### src/rtl/irq_arb_pkg.sv
`timescale 1ns/1ps
package irq_arb_pkg;

   // Number of request sources and their priority slots (0 = highest).
   localparam int unsigned NSRC    = 10;
   localparam int unsigned SRC_W   = $clog2(NSRC);
   localparam int unsigned P_DIV   = 0;
   localparam int unsigned P_OPC   = 1;
   localparam int unsigned P_TRAP  = 2;
   localparam int unsigned P_NMI   = 3;
   localparam int unsigned P_COP   = 4;
   localparam int unsigned P_INTR  = 5;
   localparam int unsigned P_SWN   = 6;
   localparam int unsigned P_BRK   = 7;
   localparam int unsigned P_OVF   = 8;
   localparam int unsigned P_BND   = 9;

   // Fixed type numbers.
   localparam int unsigned T_DIV  = 0;
   localparam int unsigned T_TRAP = 1;
   localparam int unsigned T_NMI  = 2;
   localparam int unsigned T_BRK  = 3;
   localparam int unsigned T_OVF  = 4;
   localparam int unsigned T_BND  = 5;
   localparam int unsigned T_OPC  = 6;
   localparam int unsigned T_COP  = 9;

   // Types whose return address points back at the faulting instruction.
   localparam logic [15:0] RESTART_SET = 16'h3DE1;

   typedef enum logic [1:0] {
      ST_IDLE = 2'd0,
      ST_ACK  = 2'd1,
      ST_HOLD = 2'd2
   } arb_state_e;

   function automatic logic restart_for(input logic [31:0] t);
      return (t < 32'd16) && RESTART_SET[t[3:0]];
   endfunction

endpackage

### src/rtl/irq_bound_cmp.sv
`timescale 1ns/1ps
module irq_bound_cmp #(
   parameter int unsigned DATA_W     = 16,
   parameter bit          SIGNED_CMP = 1'b1
) (
   input  logic [DATA_W-1:0] val_i,
   input  logic [DATA_W-1:0] lo_i,
   input  logic [DATA_W-1:0] hi_i,
   output logic              outside_o
);

   generate
      if (DATA_W < 2) begin : g_bad_w
         $error("irq_bound_cmp: DATA_W must be at least 2");
      end

      if (SIGNED_CMP) begin : g_signed
         logic below, above;
         assign below = $signed(val_i) < $signed(lo_i);
         assign above = $signed(val_i) > $signed(hi_i);
         assign outside_o = below | above;
      end else begin : g_unsigned
         logic below, above;
         assign below = val_i < lo_i;
         assign above = val_i > hi_i;
         assign outside_o = below | above;
      end
   endgenerate

endmodule

### src/rtl/irq_nmi_latch.sv
`timescale 1ns/1ps
module irq_nmi_latch #(
   parameter bit EDGE_MODE = 1'b1
) (
   input  logic clk,
   input  logic rst_n,
   input  logic nmi_i,
   input  logic clear_i,
   output logic pending_o
);

   generate
      if (EDGE_MODE) begin : g_edge
         logic prev_q;
         logic pend_q;
         logic rise;

         assign rise = nmi_i & ~prev_q;

         always_ff @(posedge clk) begin
            if (!rst_n) begin
               prev_q <= 1'b0;
               pend_q <= 1'b0;
            end else begin
               prev_q <= nmi_i;
               if (rise)
                  pend_q <= 1'b1;
               else if (clear_i)
                  pend_q <= 1'b0;
            end
         end

         assign pending_o = pend_q;
      end else begin : g_level
         logic unused_clr;
         assign unused_clr = clear_i ^ clk ^ rst_n;
         assign pending_o  = nmi_i;
      end
   endgenerate

endmodule

### src/rtl/irq_prio_sel.sv
`timescale 1ns/1ps
module irq_prio_sel
   import irq_arb_pkg::*;
#(
   parameter int unsigned TYPE_W = 8
) (
   input  logic [NSRC-1:0]             req_i,
   input  logic [NSRC-1:0][TYPE_W-1:0] type_tab_i,
   output logic                        win_valid_o,
   output logic [SRC_W-1:0]            win_idx_o,
   output logic [TYPE_W-1:0]           win_type_o
);

   // Scan from lowest to highest priority so the last hit is the winner.
   always_comb begin
      win_valid_o = 1'b0;
      win_idx_o   = '0;
      for (int i = NSRC - 1; i >= 0; i--) begin
         if (req_i[i]) begin
            win_valid_o = 1'b1;
            win_idx_o   = SRC_W'(i);
         end
      end
   end

   always_comb begin
      win_type_o = '0;
      for (int j = 0; j < NSRC; j++) begin
         if (win_idx_o == SRC_W'(j))
            win_type_o = type_tab_i[j];
      end
   end

endmodule

### src/rtl/irq_ack_fsm.sv
`timescale 1ns/1ps
module irq_ack_fsm
   import irq_arb_pkg::*;
#(
   parameter int unsigned TYPE_W = 8
) (
   input  logic              clk,
   input  logic              rst_n,
   input  logic              boundary_i,
   input  logic              win_valid_i,
   input  logic              win_ext_i,
   input  logic [TYPE_W-1:0] win_type_i,
   input  logic [TYPE_W-1:0] ext_type_i,
   input  logic              seq_busy_i,
   output logic              grant_o,
   output logic              inta_o,
   output logic              take_o,
   output logic [TYPE_W-1:0] type_o
);

   arb_state_e        state_q;
   logic [TYPE_W-1:0] type_q;

   assign grant_o = (state_q == ST_IDLE) && boundary_i && win_valid_i;

   always_ff @(posedge clk) begin
      if (!rst_n) begin
         state_q <= ST_IDLE;
         type_q  <= '0;
      end else begin
         unique case (state_q)
            ST_IDLE: begin
               if (grant_o) begin
                  if (win_ext_i) begin
                     state_q <= ST_ACK;
                  end else begin
                     state_q <= ST_HOLD;
                     type_q  <= win_type_i;
                  end
               end
            end
            ST_ACK: begin
               type_q  <= ext_type_i;
               state_q <= ST_HOLD;
            end
            ST_HOLD: begin
               if (seq_busy_i)
                  state_q <= ST_IDLE;
            end
            default: state_q <= ST_IDLE;
         endcase
      end
   end

   assign inta_o = (state_q == ST_ACK);
   assign take_o = (state_q == ST_HOLD);
   assign type_o = type_q;

endmodule

### src/rtl/irq_arbiter.sv
`timescale 1ns/1ps
module irq_arbiter
   import irq_arb_pkg::*;
#(
   parameter int unsigned TYPE_W      = 8,
   parameter int unsigned DATA_W      = 16,
   parameter bit          SIGNED_BND  = 1'b1,
   parameter bit          NMI_EDGE    = 1'b1
) (
   input  logic              clk,
   input  logic              rst_n,
   input  logic              boundary_i,
   input  logic              div_fault_i,
   input  logic              bad_opcode_i,
   input  logic              trap_flag_i,
   input  logic              int_en_i,
   input  logic              nmi_i,
   input  logic              cop_overrun_i,
   input  logic              intr_i,
   output logic              inta_o,
   input  logic [TYPE_W-1:0] ext_type_i,
   input  logic              sw_int_i,
   input  logic [TYPE_W-1:0] sw_type_i,
   input  logic              sw_brk_i,
   input  logic              sw_into_i,
   input  logic              ovf_flag_i,
   input  logic              bound_i,
   input  logic [DATA_W-1:0] bound_val_i,
   input  logic [DATA_W-1:0] bound_lo_i,
   input  logic [DATA_W-1:0] bound_hi_i,
   input  logic              seq_busy_i,
   output logic              take_o,
   output logic [TYPE_W-1:0] type_o,
   output logic              restart_o
);

   generate
      if (TYPE_W < 4 || TYPE_W > 16) begin : g_bad_type_w
         $error("irq_arbiter: TYPE_W must be within 4..16");
      end
   endgenerate

   logic                        nmi_pend;
   logic                        nmi_clr;
   logic                        bnd_outside;
   logic [NSRC-1:0]             req;
   logic [NSRC-1:0][TYPE_W-1:0] type_tab;
   logic                        win_valid;
   logic [SRC_W-1:0]            win_idx;
   logic [TYPE_W-1:0]           win_type;
   logic                        grant;

   irq_nmi_latch #(.EDGE_MODE(NMI_EDGE)) u_nmi (
      .clk       (clk),
      .rst_n     (rst_n),
      .nmi_i     (nmi_i),
      .clear_i   (nmi_clr),
      .pending_o (nmi_pend)
   );

   irq_bound_cmp #(.DATA_W(DATA_W), .SIGNED_CMP(SIGNED_BND)) u_bnd (
      .val_i     (bound_val_i),
      .lo_i      (bound_lo_i),
      .hi_i      (bound_hi_i),
      .outside_o (bnd_outside)
   );

   always_comb begin
      req           = '0;
      req[P_DIV]    = div_fault_i;
      req[P_OPC]    = bad_opcode_i;
      req[P_TRAP]   = trap_flag_i;
      req[P_NMI]    = nmi_pend;
      req[P_COP]    = cop_overrun_i;
      req[P_INTR]   = intr_i & int_en_i;
      req[P_SWN]    = sw_int_i;
      req[P_BRK]    = sw_brk_i;
      req[P_OVF]    = sw_into_i & ovf_flag_i;
      req[P_BND]    = bound_i & bnd_outside;
   end

   always_comb begin
      type_tab         = '0;
      type_tab[P_DIV]  = TYPE_W'(T_DIV);
      type_tab[P_OPC]  = TYPE_W'(T_OPC);
      type_tab[P_TRAP] = TYPE_W'(T_TRAP);
      type_tab[P_NMI]  = TYPE_W'(T_NMI);
      type_tab[P_COP]  = TYPE_W'(T_COP);
      type_tab[P_INTR] = ext_type_i;
      type_tab[P_SWN]  = sw_type_i;
      type_tab[P_BRK]  = TYPE_W'(T_BRK);
      type_tab[P_OVF]  = TYPE_W'(T_OVF);
      type_tab[P_BND]  = TYPE_W'(T_BND);
   end

   irq_prio_sel #(.TYPE_W(TYPE_W)) u_sel (
      .req_i       (req),
      .type_tab_i  (type_tab),
      .win_valid_o (win_valid),
      .win_idx_o   (win_idx),
      .win_type_o  (win_type)
   );

   irq_ack_fsm #(.TYPE_W(TYPE_W)) u_fsm (
      .clk         (clk),
      .rst_n       (rst_n),
      .boundary_i  (boundary_i),
      .win_valid_i (win_valid),
      .win_ext_i   (win_idx == SRC_W'(P_INTR)),
      .win_type_i  (win_type),
      .ext_type_i  (ext_type_i),
      .seq_busy_i  (seq_busy_i),
      .grant_o     (grant),
      .inta_o      (inta_o),
      .take_o      (take_o),
      .type_o      (type_o)
   );

   assign nmi_clr   = grant && (win_idx == SRC_W'(P_NMI));
   assign restart_o = take_o && restart_for(32'(type_o));

endmodule

### config.mk
export PLATFORM = sky130hd
export DESIGN_NAME = irq_arbiter
export DESIGN_NICKNAME = d
export VERILOG_FILES = /design/src/rtl/irq_arb_pkg.sv /design/src/rtl/irq_bound_cmp.sv /design/src/rtl/irq_nmi_latch.sv /design/src/rtl/irq_prio_sel.sv /design/src/rtl/irq_ack_fsm.sv /design/src/rtl/irq_arbiter.sv
export SDC_FILE = /design/constraint.sdc
export NUM_CORES = 1
export LEC_CHECK = 0
export ABC_AREA = 1
export BUFFER_PORTS_ARGS = -buffer_cell sky130_fd_sc_hd__buf_2
export CORE_MARGIN = 4
export CORE_UTILIZATION = 50
export CTS_CLUSTER_DIAMETER = 100
export DETAILED_ROUTE_END_ITERATION = 7
export PLACE_DENSITY = 0.89
export SLEW_MARGIN = 25
export SYNTH_ARGS = -nofsm -noshare
export SYNTH_HDL_FRONTEND = slang
export SYNTH_SLANG_ARGS = --single-unit
### constraint.sdc
create_clock -name clk -period 5.25 [get_ports clk]
set_input_delay 1.3125 -clock clk [delete_from_list [all_inputs] [get_ports clk]]
set_output_delay 1.3125 -clock clk [all_outputs]
set_load 0.01 [all_outputs]
After elaboration in Yosys (flattened, before gate mapping)
Memories as Yosys holds them, arrays and structs flattened. A register that Yosys moved wholly into a read port is not among the register bits.
Cells that the tools add are included.
{"block": "totals", "memories": 1, "register_bits": 12, "wordCells": 79, "inputBits": 80, "mem_bits_ro": 16}
{"memory": "(name not given)", "words": 16, "word_bits": 1, "rd": 1, "rd_clocked_by_memory_dff": 1, "wr": 0, "line_no": "irq_arb_pkg.sv:38", "text": "return (t < 32'd16) && RESTART_SET[t[3:0]];"}
{"block": "op_classes", "n_eq_ne": 14, "muxes": 40, "bitwise": 6, "reduce_logical": 10, "n_lt_le_gt_ge": 4}
{"op": "$mux 4", "n": 13}
{"op": "$mux 8", "n": 6}
{"op": "$eq 4x3->1 const B", "n": 4}
{"op": "$gt 16x16->1", "n": 1}
{"op": "$lt 16x16->1", "n": 1}
{"op": "$pmux 8 s2", "n": 1}
{"op": "$mux 1", "n": 13}
{"op": "$mux 3", "n": 3}
{"op": "$eq 4x2->1 const B", "n": 2}
{"op": "$eq 4x4->1 const B", "n": 2}
{"op": "$lt 8x5->1 const B", "n": 1}
{"op": "$mux 2", "n": 3}
{"op": "$ne 2x2->1 const B", "n": 3}
{"op": "$pmux 2 s3", "n": 1}
{"op": "$logic_and 1x1->1", "n": 5}
{"op": "$lt 4x5->1 const B", "n": 1}
{"op": "$and 1x1->1", "n": 4}
{"op": "$eq 4x1->1 const B", "n": 1}
{"op": "$reduce_bool 2->1", "n": 2}
{"op": "$reduce_and 3->1", "n": 1}
{"op": "$eq 2x1->1 const B", "n": 1}
{"op": "$eq 2x2->1 const B", "n": 1}
{"op": "$logic_not 2->1", "n": 1}
{"op": "$reduce_and 2->1", "n": 1}
{"op": "other kinds (2)", "n": 2}

Depth between registers and ports, before layout
Gate-level depths: netlist of the first run.
{"block": "depth", "word_depth": 27, "mapped_depth": 31}

By module
From an unflattened synthesis of the first run, not the netlist that was laid out.
{"block": "hier_totals", "hier_cells": 476, "area_unflattened_um2": 2676.3}
{"module": "irq_prio_sel", "seq_area_each_um2": 0.0, "instances": 1, "cells_per_inst": 198, "area_per_inst_um2": 1011.0}
{"module": "irq_bound_cmp", "seq_area_each_um2": 0.0, "instances": 1, "cells_per_inst": 141, "area_per_inst_um2": 862.1}
{"module": "irq_ack_fsm", "seq_area_each_um2": 200.2, "instances": 1, "cells_per_inst": 96, "area_per_inst_um2": 608.1}
{"module": "irq_arbiter", "seq_area_each_um2": 0.0, "instances": 1, "cells_per_inst": 32, "area_per_inst_um2": 126.4}
{"module": "irq_nmi_latch", "seq_area_each_um2": 40.0, "instances": 1, "cells_per_inst": 9, "area_per_inst_um2": 68.8}

Worst setup path after synthesis of the first run
Ideal clock, no wire load.
{"block": "synth_path", "kind": "input-to-reg", "startpoint": "input port bound_lo_i[15]", "endpoint": "register (tool-made name)", "t_arrival_ps": 3367, "path_stages": 27, "t_required_ps": 5134, "setup_slack_ps": 1767, "path_buffers": 0, "setup_ps": 116, "cell_sequence": "inv_1 > ha_1 > nand2_1 > nor4_2 > nand2_1 > nand2_1 > nand2_1 > nand2_1 > nand2_1 > nand3_1 > nand2_1 > nand2_1 > nand2_1 > nand2_1 > nand2_2 > nand2_4 > nand2_4 > nand3_4 > nand2_4 > nor2_2 > nand2_2 > nand2_1 > inv_2 > nand2_1 > nand2_1 > nor2_1 > a21oi_2"}
{"item": "from (decl)", "line_no": "irq_arbiter.sv:29", "text": "input logic [DATA_W-1:0] bound_lo_i,"}

==> key figures, run 1 <==
Yosys
  – Async SR Flop Fraction: 0%
  – Avg Cell Area, Syn: 6.13 um^2
  – Post-Synthesis Cells: 293
  – Netlist Area Pre-Place: 1800 um^2
  – Dominant synthesized flop cell: dfxtp_1
  – Syn nets: 404
  – Post-synth EDFFs: 0
  – Seq cells post-synth: 13
  – Synthesis warning total: 0
  – Register area share after synthesis: 14.5%
  – Yosys cell types: 29

Setup path
  – CP Max Fanout: 5
  – Crit-path cells: buf_2 -> ha_1 -> nand2_1 -> nor4_2 -> nand2_1 -> nand2_1 -> nand2_1 -> nand2_1 -> nand2_1 -> nand3_1 -> nand2_1 -> nand2_1 -> nand2_1 -> nand2_1 -> nand2_2 -> nand2_4 -> nand3_1 -> o21ai_0 -> o21ai_0 -> a21oi_2 -> nand2_1 -> nor2_1 -> a21oi_2
  – CP arrival: 3.74 ns
  – Setup CP Type: in -> reg
  – Number of cells on the worst reg-to-reg path: 14
  – Bufs and invs on worst path: 1
  – CP max stage cell: ha_1
  – Worst path most repeated cell: nand2_1
  – Worst path max stage delay: 0.31 ns
  – Reg2reg setup slack: 3.08 ns
  – Startpoint types: input pin
  – Worst Path Required: 5.44 ns
  – Setup crit start: bound_val_i[15]
  – Reg-to-Reg Start: u_nmi.pending_o
  – CP top delay family: simple AND/OR/NAND/NOR gates
  – Crit. End Element: register

Route
  – Detail Route Antenna Nets: 0
  – DRC violations left: 0
  – DR WL/cell: 10.4 um
  – Final wirelength: 4490 um
  – Routed vias/inst: 4.81
  – DR iter-0 viols: 64
  – Vias: 2076
  – First-pass iteration count of the detailed router: 4

Timing
  – Worst slew margin relative to its limit: 62.3%
  – Endpoints failing setup: 0
  – Crit path time final: 3.55 ns
  – Fin crit share: 67.7%
  – RSZ-0062 raised after global routing: no
  – Final hold slack: 0.422 ns
  – Measured slew at the worst slew-check pin: 0.563 ns
  – Fin Setup TNS: 0 ns
  – Hold Vio Cnt, Final: 0
  – Clk_skew: 0.0124 ns
  – Final Max Tran Viols: 0
  – Fmax: 281 MHz

Power
  – Clock power share: 20.5%
  – Gate power share: 45.7%
  – VDD IR max: 145 uV
  – Power Internal: 0.202 mW
  – Pleak: 1.45 nW
  – Power per cell area: 141 nW/um^2
  – Switching portion of total power: 38.4%
  – Switch Pwr: 0.126 mW
  – Reg power frac: 33.8%

Final layout
  – Post-Route Utilization: 68.6%
  – FF/Latch Area: 260 um^2
  – Nets: 498
  – Layout area overhead: 29.5%
  – Share of layout cells above drive strength 1: 29.0%
  – Final Non-Filler Cells: 432
  – # diodes: 0
  – Area of the multi-input gates: 1280 um^2
  – Final instance area: 2320 um^2
  – Fillcell total: 304

GRT
  – Top Usage Layer GRT: met2
  – Pin count of the biggest net entering global routing: 13
  – Met3 global-route usage: 2.30%
  – Met1 global-route usage: 22.9%
  – Vias in the first global route: 1877
  – Initial antenna violation count: 0
  – Grt total ovfl: 0
  – Total GRT Usage: 19.7%
  – M2 GR Usage: 36.9%
  – First-pass GRT wire length: 7180 um

Job
  – Max_cap viols: 0

Clock network
  – CTS Root Cell: clkbuf_4
  – CTS buffer count: 3
  – Post-CTS Hold Buffers: 0
  – Worst-Skew Late Latency: 0.30 ns
  – TritonCTS clock tree: yes
  – H-tree depth: 1
  – Clk sink count: 13
  – Postcts setup bufs: 0
  – Clock Path Buffers: 2
  – Post-cts gate resize count: 0
  – Clk pin slew, worst setup/hold paths: 0.09 ns

Floorplanning
  – Core Area: 3390 um^2
  – FP Rows: 21
  – Die footprint: 4610 um^2
  – Starting Density: 53.0%
  – Top Ports: 91
  – Die width: 67.9 um
  – Die Ht: 67.9 um

Min path
  – Hold Path Sink: u_nmi.pending_o
  – Hold-critical path depth: 1
  – Hold Startpoint: u_nmi.g_edge.prev_q
  – Hold WC Path Type: reg -> reg

Status
  – Status: finished clean

Placed design
  – GP Congestion: 0.911
  – Post-DP Area: 2300 um^2
  – IO Port Bufs: 90
  – Hpwl dp: 3980 um
  – # placed instances: 428
through the flow:
step	setup WS (ns)	power [mW]
6_report	1.70	0.328
3_3_place_gp	1.43	0.260
3_5_place_dp	1.41	0.264
5_1_grt	1.36	0.360
2_1_floorplan	1.77	0.208
4_1_cts	1.71	0.330
cell usage after synthesis, types with 3 or more instances:
| cell | instances | share of area, % |
|---|---|---|
| nand3_1 | 16 | 4.5 |
| nand4_1 | 7 | 2.4 |
| nor3_1 | 3 | 0.84 |
| dfxtp_1 | 13 | 14 |
| inv_1 | 63 | 13 |
| nand2_1 | 70 | 15 |
| a21oi_1 | 22 | 6.1 |
| ha_1 | 31 | 22 |
| nor2_1 | 28 | 5.9 |
| o21ai_0 | 11 | 3.1 |
| nand2_4 | 3 | 1.9 |
| a21oi_2 | 3 | 1.5 |
cell families after synthesis:
kind of cell	share of synthesized area, %
adders and majority gates	21.6
and+or+nand+nor	34.8
DFF	14.5
buffers and inverters	14.2
AOI/OAI and AO/OA	14.8
per-layer routing:
layer  vias up  share of wire [%]
met5         -                  0
met3         7                8.0
met2        62                 48
met4         0                1.3
met1       878                 42
li1       1129                  -
flip-flops by register name, indices dropped and copies added, names as in the netlist, named ones only:
| signal | flops |
|---|---|
| u_nmi.g_edge.prev_q | 1 |
| u_fsm.state_q | 2 |
| u_nmi.pending_o | 1 |
| u_fsm.type_o | 8 |
power groups by stage:
stage	combinational, mW	clock [mW]	sequential, mW
global placement	0.146	0	0.113
detailed placement	0.150	0	0.113
global route	0.174	0.0749	0.112
floorplan	0.0931	0	0.115
CTS	0.151	0.0684	0.111
finish	0.150	0.0674	0.111
how the worst max path moves through the flow:
| stage | end | slack (ns) | cells past startpoint |
|---|---|---|---|
| 2_1_floorplan | register | 1.77 | 27 |
| 3_3_place_gp | register | 1.43 | 23 |
| 3_5_place_dp | register | 1.41 | 27 |
| 4_1_cts | register | 1.71 | 26 |
| 5_1_grt | register | 1.36 | 24 |
| 6_report | register | 1.70 | 23 |
layout by cell type (no fill, tap or decap), types with 7 or more instances in the layout:
cell,count
ha_1,31
buf_2,90
inv_1,63
nor2_1,28
o21ai_0,11
nand2_1,70
dfxtp_1,13
nand3_1,16
a21oi_1,22
nand4_1,7
layout make-up:
| type | count | area share [%] |
|---|---|---|
| Inverter | 66 | 10.8 |
| Sequential cell | 13 | 11.2 |
| Multi-Input combinational cell | 213 | 55.1 |
| Clock buffer | 4 | 1.13 |
| Tap cell | 46 | 2.48 |
| Timing Repair Buffer | 90 | 19.4 |
Power figures use the tool's default switching activity.
==> inputs of run 2 (changes only) <==
--- a/config.mk
+++ b/config.mk
@@ -8,10 +8,10 @@
 export ABC_AREA = 1
 export BUFFER_PORTS_ARGS = -buffer_cell sky130_fd_sc_hd__buf_2
 export CORE_MARGIN = 4
-export CORE_UTILIZATION = 50
+export CORE_UTILIZATION = 47
 export CTS_CLUSTER_DIAMETER = 100
 export DETAILED_ROUTE_END_ITERATION = 7
-export PLACE_DENSITY = 0.89
+export PLACE_DENSITY = 0.84
 export SLEW_MARGIN = 25
 export SYNTH_ARGS = -nofsm -noshare
 export SYNTH_HDL_FRONTEND = slang
==> constraint.sdc (replaced) <==
create_clock -name clk -period 3.5 [get_ports clk]
set_input_delay 0.875 -clock clk [delete_from_list [all_inputs] [get_ports clk]]
set_output_delay 0.875 -clock clk [all_outputs]
set_load 0.01 [all_outputs]
==> key figures, run 2 (same netlist as run 1, synthesis figures left out) <==
Timing
  – Worst slew margin relative to its limit: 63.6% (was 62.3%)
  – Final worst setup slack: 0.358 ns (was 1.70 ns)
  – Clk_skew: 0.00406 ns (was 0.0124 ns)
  – Measured slew at the worst slew-check pin: 0.544 ns (was 0.563 ns)
  – Crit path time final: 3.14 ns
  – Fin Setup TNS: 0 ns (unchanged)
  – Final Max Tran Viols: 0 (unchanged)
  – Final hold slack: 0.426 ns (was 0.422 ns)
  – Fmax: 318 MHz
  – Endpoints failing setup: 0 (unchanged)
  – Hold Vio Cnt, Final: 0 (unchanged)
  – RSZ-0062 raised after global routing: no (unchanged)
  – Fin crit share: 89.8%

Floorplanning
  – Top Ports: 91 (unchanged)
  – Die footprint: 4870 um^2 (was 4610 um^2)
  – Die width: 69.8 um (was 67.9 um)
  – Starting Density: 48.7% (was 53.0%)
  – Die Ht: 69.8 um (was 67.9 um)
  – FP Rows: 22 (was 21)
  – Core Area: 3690 um^2 (was 3390 um^2)

GRT
  – M2 GR Usage: 32.9% (was 36.9%)
  – Vias in the first global route: 1952 (was 1877)
  – Total GRT Usage: 18.9% (was 19.7%)
  – Top Usage Layer GRT: met2 (unchanged)
  – Grt total ovfl: 0 (unchanged)
  – First-pass GRT wire length: 7940 um (was 7180 um)
  – Pin count of the biggest net entering global routing: 13 (unchanged)
  – Initial antenna violation count: 0 (unchanged)
  – Met3 global-route usage: 2.90% (was 2.30%)
  – Met1 global-route usage: 23.9% (was 22.9%)

Clock network
  – Post-cts gate resize count: 0 (unchanged)
  – Postcts setup bufs: 0 (unchanged)
  – Clk pin slew, worst setup/hold paths: 0.06 ns (was 0.09 ns)
  – H-tree depth: 1 (unchanged)
  – Worst-Skew Late Latency: 0.24 ns (was 0.30 ns)
  – TritonCTS clock tree: yes (unchanged)
  – Clk sink count: 13 (unchanged)
  – Post-CTS Hold Buffers: 0 (unchanged)
  – CTS Root Cell: clkbuf_8 (was clkbuf_4)
  – CTS buffer count: 3 (unchanged)
  – Clock Path Buffers: 2 (unchanged)

Setup path
  – Setup CP Type: in -> reg (unchanged)
  – CP arrival: 3.28 ns (was 3.74 ns)
  – Bufs and invs on worst path: 1 (unchanged)
  – Crit. End Element: register (unchanged)
  – CP top delay family: simple AND/OR/NAND/NOR gates (unchanged)
  – CP Max Fanout: 9 (was 5)
  – Worst path most repeated cell: nand2_1 (unchanged)
  – CP max stage cell: ha_1 (unchanged)
  – Worst path max stage delay: 0.29 ns (was 0.31 ns)
  – Startpoint types: input pin (unchanged)
  – Worst Path Required: 3.64 ns (was 5.44 ns)

Route
  – DRC violations left: 0 (unchanged)
  – Detail Route Antenna Nets: 0 (unchanged)
  – Final wirelength: 4580 um (was 4490 um)
  – DR iter-0 viols: 71 (was 64)
  – DR WL/cell: 10.6 um (was 10.4 um)
  – Routed vias/inst: 4.79 (was 4.81)
  – First-pass iteration count of the detailed router: 4 (unchanged)
  – Vias: 2078 (was 2076)

Placed design
  – Dpl ws: 0.128 ns (was 1.41 ns)
  – IO Port Bufs: 90 (unchanged)
  – # placed instances: 430 (was 428)
  – Post-DP Area: 2300 um^2 (about the same)
  – Hpwl dp: 4090 um (was 3980 um)
  – GP Congestion: 0.859 (was 0.911)

Final layout
  – # diodes: 0 (unchanged)
  – Layout area overhead: 30.7% (was 29.5%)
  – Fillcell total: 372 (was 304)
  – Share of layout cells above drive strength 1: 29.3% (was 29.0%)
  – Commonest non-fill, non-tap cell in the layout: buf_2 (unchanged)
  – Commonest non-fill, non-tap cells in the layout: buf_2, nand2_1, inv_1 (unchanged)
  – Final instance area: 2350 um^2 (was 2320 um^2)
  – Post-Route Utilization: 63.6% (was 68.6%)
  – Nets: 498 (unchanged)
  – Final Non-Filler Cells: 434 (was 432)
  – Largest register FFs: 8 (unchanged)

Power
  – Power per cell area: 224 nW/um^2 (was 141 nW/um^2)
  – VDD IR max: 267 uV (was 145 uV)
  – Pleak: 1.46 nW (was 1.45 nW)
  – Pwr Total: 0.525 mW (was 0.328 mW)

Status
  – Status: finished clean (unchanged)

Min path
  – Hold WC Path Type: reg -> reg (unchanged)

Job
  – Max_cap viols: 0 (unchanged)
-- run 2: routing by layer --
metal  vias to the layer above  share of wire [%]
met4                         0                1.4
li1                       1129                  -
met5                         -                  0
met3                         8                5.2
met1                       880                 44
met2                        61                 49
-- run 2: layout make-up --
class	count	area, um^2	share of cell area [%]
tap	48	60.1	2.56
multi-input combinational	213	1280	54.5
sequential	13	260	11.1
clock inverter	1	5.00	0.213
inverter	66	250	10.7
clock buffer	3	41.3	1.76
timing repair buffer	90	450	19.2
-- run 2: worst paths after layout --
kind	startpoint	slack (ns)	endpoint	depth (start not counted)
max	bound_val_i[7]	0.36	register	25
min	u_nmi.g_edge.prev_q	0.43	u_nmi.pending_o	1
max reg2reg	u_nmi.pending_o	1.41	register	12
min reg2reg	u_nmi.g_edge.prev_q	0.43	u_nmi.pending_o	1
-- run 2: power breakdown --
group	total [mW]	internal [mW]	switching, mW
combinational	0.227	0.100	0.127
sequential	0.167	0.159	0.00783
clock	0.131	0.0785	0.0526
